### config.mk
export PLATFORM = sky130hd
export DESIGN_NAME = convq_seq
export DESIGN_NICKNAME = d
export VERILOG_FILES = /design/src/rtl/convq_pkg.sv /design/src/rtl/convq_timer.sv /design/src/rtl/convq_queue.sv /design/src/rtl/convq_seq.sv
export SDC_FILE = /design/constraint.sdc
export NUM_CORES = 1
export LEC_CHECK = 0
export BUFFER_PORTS_ARGS = -buffer_cell sky130_fd_sc_hd__buf_2
export CAP_MARGIN = 0
export CORE_UTILIZATION = 40
export CTS_CLUSTER_SIZE = 20
export DETAILED_ROUTE_END_ITERATION = 10
export GPL_TIMING_DRIVEN = 0
export PLACE_DENSITY = 0.66
export SETUP_SLACK_MARGIN = 0.1
export SYNTH_ARGS = -nofsm -noshare
export SYNTH_HDL_FRONTEND = slang
export SYNTH_SLANG_ARGS = --single-unit
### constraint.sdc
create_clock -name clk -period 7.3 [get_ports clk]
set_input_delay 0.73 -clock clk [delete_from_list [all_inputs] [get_ports clk]]
set_output_delay 0.73 -clock clk [all_outputs]
set_load 0.01 [all_outputs]
### src/rtl/convq_pkg.sv
`timescale 1ns/1ps
package convq_pkg;
    localparam int CH_W      = 6;
    localparam int STIME_W   = 2;
    localparam int CMD_W     = CH_W + STIME_W + 1;
    localparam logic [CH_W-1:0] END_CODE = '1;

    typedef struct packed {
        logic               pause;
        logic [STIME_W-1:0] stime;
        logic [CH_W-1:0]    chan;
    } cmd_t;

    typedef enum logic [2:0] {
        S_IDLE,
        S_CHECK,
        S_INIT,
        S_FINAL,
        S_RESOLVE
    } seq_state_t;
endpackage

### src/rtl/convq_timer.sv
`timescale 1ns/1ps
module convq_timer #(
    parameter int CNT_W = 5
) (
    input  logic             clk,
    input  logic             rst_n,
    input  logic             load_i,
    input  logic [CNT_W-1:0] load_val_i,
    output logic             expired_o
);
    logic [CNT_W-1:0] cnt;

    always_ff @(posedge clk or negedge rst_n) begin
        if (!rst_n)          cnt <= '0;
        else if (load_i)     cnt <= load_val_i;
        else if (cnt != '0)  cnt <= cnt - 1'b1;
    end

    assign expired_o = (cnt == '0);
endmodule

### src/rtl/convq_queue.sv
`timescale 1ns/1ps
module convq_queue #(
    parameter int AW = 6
) (
    input  logic          clk,
    input  logic          rst_n,
    input  logic          trig_i,
    input  logic          en_i,
    input  logic          cont_i,
    input  logic          irq_en_i,
    input  logic [AW-1:0] base_i,
    input  logic [AW-1:0] nxt_i,
    input  logic          adv_i,
    input  logic          pause_i,
    input  logic          done_i,
    input  logic          abort_i,
    output logic          pend_o,
    output logic [AW-1:0] ptr_o,
    output logic          pflag_o,
    output logic          cflag_o,
    output logic          irq_o
);
    logic          armed, en_d, paused;
    logic [AW-1:0] sub;
    logic          accept;

    assign accept = trig_i && en_i && armed && !pend_o;

    always_ff @(posedge clk or negedge rst_n) begin
        if (!rst_n) begin
            armed   <= 1'b0;
            en_d    <= 1'b0;
            paused  <= 1'b0;
            pend_o  <= 1'b0;
            ptr_o   <= '0;
            sub     <= '0;
            pflag_o <= 1'b0;
            cflag_o <= 1'b0;
        end else begin
            en_d <= en_i;
            if (accept) begin
                pend_o  <= 1'b1;
                paused  <= 1'b0;
                pflag_o <= 1'b0;
                cflag_o <= 1'b0;
                if (!paused) begin
                    ptr_o <= base_i;
                    sub   <= base_i;
                end
            end
            if (adv_i) ptr_o <= nxt_i;
            if (abort_i) ptr_o <= sub;
            if (pause_i) begin
                ptr_o   <= nxt_i;
                sub     <= nxt_i;
                pend_o  <= 1'b0;
                paused  <= 1'b1;
                pflag_o <= 1'b1;
            end
            if (done_i) begin
                pend_o  <= 1'b0;
                paused  <= 1'b0;
                cflag_o <= 1'b1;
                if (!cont_i) armed <= 1'b0;
            end
            if (en_i && !en_d) armed <= 1'b1;
        end
    end

    assign irq_o = irq_en_i && (pflag_o || cflag_o);

    AST_BUSY_TRIG_IGNORED: assert property (@(posedge clk) disable iff (!rst_n)
        (pend_o && trig_i && !pause_i && !done_i) |=> pend_o);
    AST_DISABLED_TRIG: assert property (@(posedge clk) disable iff (!rst_n)
        (!pend_o && !en_i) |=> !pend_o);
    AST_PAUSE_SETS_FLAG: assert property (@(posedge clk) disable iff (!rst_n)
        pause_i |=> (pflag_o && !pend_o));
    AST_DONE_SETS_FLAG: assert property (@(posedge clk) disable iff (!rst_n)
        done_i |=> (cflag_o && !pend_o));
endmodule

### src/rtl/convq_seq.sv
`timescale 1ns/1ps
module convq_seq
    import convq_pkg::*;
#(
    parameter int AW       = 6,
    parameter int RW       = 10,
    parameter int INIT_CYC = 2
) (
    input  logic             clk,
    input  logic             rst_n,
    input  logic [1:0]       trig_i,
    input  logic [1:0]       q_en_i,
    input  logic [1:0]       q_cont_i,
    input  logic [1:0]       q_irq_en_i,
    input  logic [AW-1:0]    q2_base_i,
    output logic [AW-1:0]    cmd_addr_o,
    input  logic [CMD_W-1:0] cmd_word_i,
    input  logic             conv_done_i,
    input  logic [RW-1:0]    conv_data_i,
    output logic [CH_W-1:0]  chan_sel_o,
    output logic             ph_init_o,
    output logic             ph_final_o,
    output logic             ph_resolve_o,
    output logic             res_we_o,
    output logic [AW-1:0]    res_addr_o,
    output logic [RW-1:0]    res_data_o,
    output logic [1:0]       pause_flag_o,
    output logic [1:0]       done_flag_o,
    output logic [1:0]       irq_o
);
    localparam int TW = STIME_W + 3;
    localparam logic [AW-1:0] LAST_ADDR = '1;

    seq_state_t    st, st_n;
    logic          act, act_n;
    cmd_t          cur_cmd, cmd_n, cmd_in;
    logic [1:0]    pend;
    logic [AW-1:0] qptr [2];
    logic [AW-1:0] base [2];
    logic [AW-1:0] nxt;
    logic [1:0]    ev_adv, ev_pause, ev_done, ev_abort;
    logic          tmr_load, tmr_exp, abort, eoq;
    logic [TW-1:0] tmr_val;

    assign cmd_in = cmd_word_i;
    assign nxt    = qptr[act] + 1'b1;

    generate
        for (genvar g = 0; g < 2; g++) begin : g_queue
            if (g == 0) begin : g_base_lo
                assign base[g] = '0;
            end else begin : g_base_hi
                assign base[g] = q2_base_i;
            end
            convq_queue #(.AW(AW)) u_queue (
                .clk      (clk),
                .rst_n    (rst_n),
                .trig_i   (trig_i[g]),
                .en_i     (q_en_i[g]),
                .cont_i   (q_cont_i[g]),
                .irq_en_i (q_irq_en_i[g]),
                .base_i   (base[g]),
                .nxt_i    (nxt),
                .adv_i    (ev_adv[g]),
                .pause_i  (ev_pause[g]),
                .done_i   (ev_done[g]),
                .abort_i  (ev_abort[g]),
                .pend_o   (pend[g]),
                .ptr_o    (qptr[g]),
                .pflag_o  (pause_flag_o[g]),
                .cflag_o  (done_flag_o[g]),
                .irq_o    (irq_o[g])
            );
        end
    endgenerate

    convq_timer #(.CNT_W(TW)) u_timer (
        .clk        (clk),
        .rst_n      (rst_n),
        .load_i     (tmr_load),
        .load_val_i (tmr_val),
        .expired_o  (tmr_exp)
    );

    // state register
    always_ff @(posedge clk or negedge rst_n) begin
        if (!rst_n) begin
            st      <= S_IDLE;
            act     <= 1'b0;
            cur_cmd <= '0;
        end else begin
            st      <= st_n;
            act     <= act_n;
            cur_cmd <= cmd_n;
        end
    end

    assign abort = act && pend[0] && (st != S_IDLE);
    assign eoq   = (cmd_in.chan == END_CODE) || (!act && qptr[0] == q2_base_i);

    // next state and queue events
    always_comb begin
        st_n     = st;
        act_n    = act;
        cmd_n    = cur_cmd;
        tmr_load = 1'b0;
        tmr_val  = '0;
        ev_adv   = '0;
        ev_pause = '0;
        ev_done  = '0;
        ev_abort = '0;
        if (abort) begin
            st_n        = S_IDLE;
            ev_abort[1] = 1'b1;
        end else begin
            unique case (st)
                S_IDLE: begin
                    if (pend[0]) begin
                        act_n = 1'b0;
                        st_n  = S_CHECK;
                    end else if (pend[1]) begin
                        act_n = 1'b1;
                        st_n  = S_CHECK;
                    end
                end
                S_CHECK: begin
                    if (eoq) begin
                        ev_done[act] = 1'b1;
                        st_n         = S_IDLE;
                    end else begin
                        cmd_n    = cmd_in;
                        tmr_load = 1'b1;
                        tmr_val  = TW'(INIT_CYC - 1);
                        st_n     = S_INIT;
                    end
                end
                S_INIT: begin
                    if (tmr_exp) begin
                        tmr_load = 1'b1;
                        tmr_val  = (TW'(2) << cur_cmd.stime) - 1'b1;
                        st_n     = S_FINAL;
                    end
                end
                S_FINAL: begin
                    if (tmr_exp) st_n = S_RESOLVE;
                end
                S_RESOLVE: begin
                    if (conv_done_i) begin
                        if (qptr[act] == LAST_ADDR) begin
                            ev_done[act] = 1'b1;
                            st_n         = S_IDLE;
                        end else if (cur_cmd.pause) begin
                            ev_pause[act] = 1'b1;
                            st_n          = S_IDLE;
                        end else begin
                            ev_adv[act] = 1'b1;
                            st_n        = S_CHECK;
                        end
                    end
                end
                default: st_n = S_IDLE;
            endcase
        end
    end

    // outputs
    always_comb begin
        cmd_addr_o   = qptr[act];
        chan_sel_o   = cur_cmd.chan;
        ph_init_o    = (st == S_INIT);
        ph_final_o   = (st == S_FINAL);
        ph_resolve_o = (st == S_RESOLVE);
        res_we_o     = (st == S_RESOLVE) && conv_done_i && !abort;
        res_addr_o   = qptr[act];
        res_data_o   = conv_data_i;
    end

    AST_FINAL_AFTER_INIT: assert property (@(posedge clk) disable iff (!rst_n)
        $rose(ph_final_o) |-> $past(ph_init_o));
    AST_RESOLVE_AFTER_FINAL: assert property (@(posedge clk) disable iff (!rst_n)
        $rose(ph_resolve_o) |-> $past(ph_final_o));
    AST_WRITE_IN_RESOLVE: assert property (@(posedge clk) disable iff (!rst_n)
        res_we_o |-> (ph_resolve_o && conv_done_i));
    AST_WRITE_ONE_CYCLE: assert property (@(posedge clk) disable iff (!rst_n)
        res_we_o |=> !res_we_o);
    AST_Q1_BOUND: assert property (@(posedge clk) disable iff (!rst_n)
        (res_we_o && !act) |-> (res_addr_o < q2_base_i));
    AST_PREEMPT_ABORT: assert property (@(posedge clk) disable iff (!rst_n)
        (st != S_IDLE && act && pend[0]) |=> (st == S_IDLE && !ph_resolve_o));
    AST_NO_WRITE_ON_ABORT: assert property (@(posedge clk) disable iff (!rst_n)
        (act && pend[0]) |-> !res_we_o);
endmodule

==> report_table.html <==
<table>
<tr><th>Metric</th><th>Value</th></tr>
<tr><th colspan="2">Run status</th></tr>
<tr><td>Run status</td><td>finished clean</td></tr>
<tr><th colspan="2">GRT</th></tr>
<tr><td>Maximum number of pins on one net before global-route repair</td><td>49</td></tr>
<tr><td>Wire length of the first global-routing pass</td><td>11,200 um</td></tr>
<tr><td>Total routing resource utilization after global routing</td><td>0.187</td></tr>
<tr><td>Total overflow reported by the global router</td><td>0</td></tr>
<tr><td>Number of global-route vias before repair</td><td>2,299</td></tr>
<tr><td>Number of antenna violations at the first check in global routing</td><td>0</td></tr>
<tr><th colspan="2">CTS</th></tr>
<tr><td>Buffer depth of the longest clock path</td><td>2</td></tr>
<tr><td>Hold buffer count at cts</td><td>0</td></tr>
<tr><td>Clock-pin transition on the worst setup and hold timing paths</td><td>90 ps</td></tr>
<tr><td>Sink count of the clock tree</td><td>48</td></tr>
<tr><td>Buffer count from post-CTS setup fixing</td><td>0</td></tr>
<tr><td>Cell at the root of the clock tree</td><td>sky130_fd_sc_hd__clkbuf_8</td></tr>
<tr><td>Skew-Pair Late Insertion Delay</td><td>310 ps</td></tr>
<tr><td>CTS HTree Levels</td><td>2</td></tr>
<tr><td>Number of cells upsized or downsized after cts</td><td>0</td></tr>
<tr><td>CTS Buf Count</td><td>5</td></tr>
<tr><td>Clock tree from TritonCTS</td><td>done</td></tr>
<tr><th colspan="2">Final layout</th></tr>
<tr><td>Area Overhead vs Synth</td><td>18.8%</td></tr>
<tr><td>Commonest non-fill, non-tap cell in the layout</td><td>sky130_fd_sc_hd__buf_2</td></tr>
<tr><td>Layout Nets</td><td>401</td></tr>
<tr><td>Final std cells w/o fill</td><td>463</td></tr>
<tr><td>Commonest non-fill, non-tap cells in the layout</td><td>sky130_fd_sc_hd__buf_2, sky130_fd_sc_hd__dfrtp_1, sky130_fd_sc_hd__buf_4, sky130_fd_sc_hd__nand2_1, sky130_fd_sc_hd__nor2_1</td></tr>
<tr><td>Share of final-layout standard cells stronger than drive strength 1</td><td>0.393</td></tr>
<tr><td>Ant diodes</td><td>0</td></tr>
<tr><td>Cell area after layout</td><td>3570 um2</td></tr>
<tr><th colspan="2">STA</th></tr>
<tr><td>Final Max Tran Viols</td><td>0</td></tr>
<tr><td>Max-Slew Margin vs Limit</td><td>0.287</td></tr>
<tr><td>Measured slew at the worst slew-check pin</td><td>1070 ps</td></tr>
<tr><td>Maximum clock frequency</td><td>0.313 GHz</td></tr>
<tr><td>Number of hold violations in the final report</td><td>0</td></tr>
<tr><td>Total of endpoints with negative setup slack in the final report</td><td>0</td></tr>
<tr><td>Post-layout minimum cycle time</td><td>3190 ps</td></tr>
<tr><td>Final cycle utilization of the critical path</td><td>0.437</td></tr>
<tr><td>Setup TNS</td><td>0 ps</td></tr>
<tr><td>Layout Skew</td><td>5.91 ps</td></tr>
<tr><td>RSZ-0062 raised after global routing</td><td>no</td></tr>
<tr><th colspan="2">Synthesis</th></tr>
<tr><td>Count of cell types in the netlist</td><td>67</td></tr>
<tr><td>EDFF count, synth</td><td>0</td></tr>
<tr><td>Synthesis warning total</td><td>0</td></tr>
<tr><td>Synthesized Nets</td><td>331</td></tr>
<tr><td>Post-Syn Area</td><td>3010 um2</td></tr>
<tr><td>Flip-flop and latch count after synthesis</td><td>48</td></tr>
<tr><td>Share of synthesized flip-flops with an asynchronous set or reset</td><td>1.00</td></tr>
<tr><td>Share of the yosys chip area belonging to registers</td><td>0.400</td></tr>
<tr><td>Per-instance average area after synthesis</td><td>10.3 um2</td></tr>
<tr><td>Prevailing post-synth register cell</td><td>sky130_fd_sc_hd__dfrtp_1</td></tr>
<tr><td>Syn Inst Count</td><td>293</td></tr>
<tr><th colspan="2">Setup path</th></tr>
<tr><td>Setup slack on the worst flop-to-flop path</td><td>4110 ps</td></tr>
<tr><td>Critical path capture point type</td><td>flop</td></tr>
<tr><td>Required time worst endpoint</td><td>7500 ps</td></tr>
<tr><td>CP Cell Sequence</td><td>buf_4 -&gt; buf_6 -&gt; clkbuf_1 -&gt; mux2_2 -&gt; ha_1 -&gt; and4b_1 -&gt; o22ai_1 -&gt; a21o_1 -&gt; mux2_2</td></tr>
<tr><td>Max stage delay on crit path</td><td>460 ps</td></tr>
<tr><td>Crit path max-delay cell type</td><td>sky130_fd_sc_hd__o22ai_1</td></tr>
<tr><td>Worst-path maximum fanout</td><td>10</td></tr>
<tr><td>Crit Reg-Reg Endpoint</td><td>g_queue[1].u_queue.ptr_o[1]</td></tr>
<tr><td>Cell mode on critical path</td><td>sky130_fd_sc_hd__mux2_2</td></tr>
<tr><td>Setup crit start kind</td><td>flop</td></tr>
<tr><td>Start of the worst register-to-register path</td><td>act</td></tr>
<tr><td>Critical path arrival</td><td>3390 ps</td></tr>
<tr><td>Worst Path Class, Setup</td><td>reg -&gt; reg</td></tr>
<tr><td>Length in cells of the worst reg-to-reg path</td><td>9</td></tr>
<tr><th colspan="2">Floorplan</th></tr>
<tr><td>Initial Util</td><td>0.415</td></tr>
<tr><td>Width of the chip</td><td>88.7 um</td></tr>
<tr><td>Core area</td><td>7250 um2</td></tr>
<tr><td>Number of placed I/O pins</td><td>74</td></tr>
<tr><td>Die Outline Area</td><td>7870 um2</td></tr>
<tr><td>Site Rows</td><td>31</td></tr>
<tr><td>Die height</td><td>88.7 um</td></tr>
<tr><th colspan="2">Flow run</th></tr>
<tr><td>Number of maximum-capacitance violations</td><td>0</td></tr>
<tr><th colspan="2">Place</th></tr>
<tr><td>Port-buffer cells</td><td>63</td></tr>
<tr><td>Post-DP HPWL</td><td>5110 um</td></tr>
<tr><td>Cell count after placement</td><td>455</td></tr>
<tr><td>RePlAce Congestion</td><td>0.918</td></tr>
<tr><td>Post-placement cell area</td><td>3450 um2</td></tr>
<tr><th colspan="2">Route</th></tr>
<tr><td>Starting DRC count in detailed routing</td><td>141</td></tr>
<tr><td>Final Routed Wirelength</td><td>6920 um</td></tr>
<tr><td>Number of vias after detailed routing</td><td>2,425</td></tr>
<tr><td>Number of DRC violations after detailed routing</td><td>0</td></tr>
<tr><td>Post-route antenna net violation count</td><td>0</td></tr>
<tr><td>Drt wl/cell</td><td>14.9 um</td></tr>
<tr><td>First-pass detailed-route iteration total</td><td>4</td></tr>
<tr><td>Per-cell via count in the routed design</td><td>5.24</td></tr>
<tr><th colspan="2">Pwr</th></tr>
<tr><td>P per Cell Area</td><td>400 nW/um2</td></tr>
<tr><td>LEAKAGE</td><td>1.76 nW</td></tr>
<tr><td>Final Power</td><td>1.43 mW</td></tr>
<tr><td>Worst IR drop on VDD</td><td>0.126 mV</td></tr>
<tr><th colspan="2">Min path</th></tr>
<tr><td>Hold Path Cell Cnt</td><td>1</td></tr>
<tr><td>Worst hold start</td><td>chan_sel_o[0]</td></tr>
<tr><td>Tightest Hold Check Type</td><td>reg -&gt; reg</td></tr>
<tr><td>Worst Hold End</td><td>chan_sel_o[0]</td></tr>
</table>
-- how the worst max path moves through the flow --
| stage | slack (ps) | startpoint | to | cells past startpoint |
|---|---|---|---|---|
| after detailed placement | 4200 | act | g_queue[1].u_queue.ptr_o[1] | 9 |
| final | 4110 | act | g_queue[1].u_queue.ptr_o[1] | 9 |
| after floorplan | 4600 | act | g_queue[1].u_queue.sub[5] | 11 |
| after global routing | 3900 | act | g_queue[0].u_queue.ptr_o[2] | 9 |
| after CTS | 4160 | act | g_queue[1].u_queue.ptr_o[1] | 9 |
| after global placement | 4200 | act | g_queue[1].u_queue.ptr_o[1] | 9 |
-- through the flow --
stage	hold WS (ps)	utilization	worst slack, ps
global route	543	0.492	3900
CTS	516	0.492	4160
detailed placement	495	0.475	4200
floorplan	434	-	4600
finish	513	0.492	4110
global placement	491	0.475	4200
-- per-layer routing --
metal / global-route usage / routed length (um)
met5: 0 / 0
met4: 0.0674 / 148
met3: 0.0299 / 376
met2: 0.302 / 3250
met1: 0.255 / 3140
-- report_power, final --
| group | total (mW) | switching (mW) | internal (mW) | leakage, nW |
|---|---|---|---|---|
| Clock | 0.213 | 0.0917 | 0.121 | 0.0645 |
| Combinational | 0.752 | 0.372 | 0.380 | 1.10 |
| Sequential | 0.463 | 0.0922 | 0.371 | 0.589 |
| Total | 1.43 | 0.556 | 0.871 | 1.76 |
-- flip-flops by register name (all words and copies together) (netlist names), 3 cells and up --
signal	count
chan_sel_o	6
u_timer.cnt	5
st	3
g_queue.u_queue.sub	6
cur_cmd	3
g_queue.u_queue.ptr_o	12
-- Yosys cell counts, types with 3 or more instances --
library cell	number	area, um2
sky130_fd_sc_hd__o21ai_0	10	50.1
sky130_fd_sc_hd__or2_2	5	31.3
sky130_fd_sc_hd__xor2_1	4	35.0
sky130_fd_sc_hd__mux2i_1	10	100
sky130_fd_sc_hd__o22ai_1	4	25.0
sky130_fd_sc_hd__clkbuf_1	3	11.3
sky130_fd_sc_hd__nor3_1	7	35.0
sky130_fd_sc_hd__a21oi_1	8	40.0
sky130_fd_sc_hd__nand4_1	3	18.8
sky130_fd_sc_hd__mux2_4	3	45.0
sky130_fd_sc_hd__nand2_1	20	75.1
sky130_fd_sc_hd__mux2_2	11	124
sky130_fd_sc_hd__o22a_1	3	26.3
sky130_fd_sc_hd__xnor2_1	10	87.6
sky130_fd_sc_hd__nor2_1	19	71.3
sky130_fd_sc_hd__o21ai_2	3	26.3
sky130_fd_sc_hd__buf_4	31	233
sky130_fd_sc_hd__dfrtp_1	48	1200
sky130_fd_sc_hd__buf_2	3	15.0
sky130_fd_sc_hd__buf_6	3	33.8
sky130_fd_sc_hd__o31ai_1	4	30.0
sky130_fd_sc_hd__a21o_1	4	30.0
sky130_fd_sc_hd__nor3b_1	3	22.5
sky130_fd_sc_hd__inv_1	9	33.8
sky130_fd_sc_hd__nand3_1	10	50.1
sky130_fd_sc_hd__and3_1	3	18.8
-- critical path: cells and delay by family, from the launching register on --
family / cells / cell delay, ps
buffers and inverters: 3 / 690
adder cells (fa/ha/maj): 1 / 230
AO/OA/AOI/OAI: 2 / 800
multiplexers: 2 / 790
flip-flops: 1 / 330
AND/OR/NAND/NOR: 1 / 240
-- cell type report --
class,instances,area [um2]
buffer,41,313
clock buffer,7,96.3
clock inverter,1,30.0
fill,715,3680
inverter,9,33.8
multi-input combinational,195,1460
sequential,48,1200
tap,99,124
timing repair buffer,63,315
-- kinds of logic after synthesis --
group | share of synthesized area
AND/OR/NAND/NOR | 0.185
AO/OA/AOI/OAI | 0.162
buffers and inverters | 0.115
flip-flops | 0.399
multiplexers | 0.0895
XOR/XNOR | 0.0408
adder cells (fa/ha/maj) | 0.00832
(Power assumes the default switching activity.)
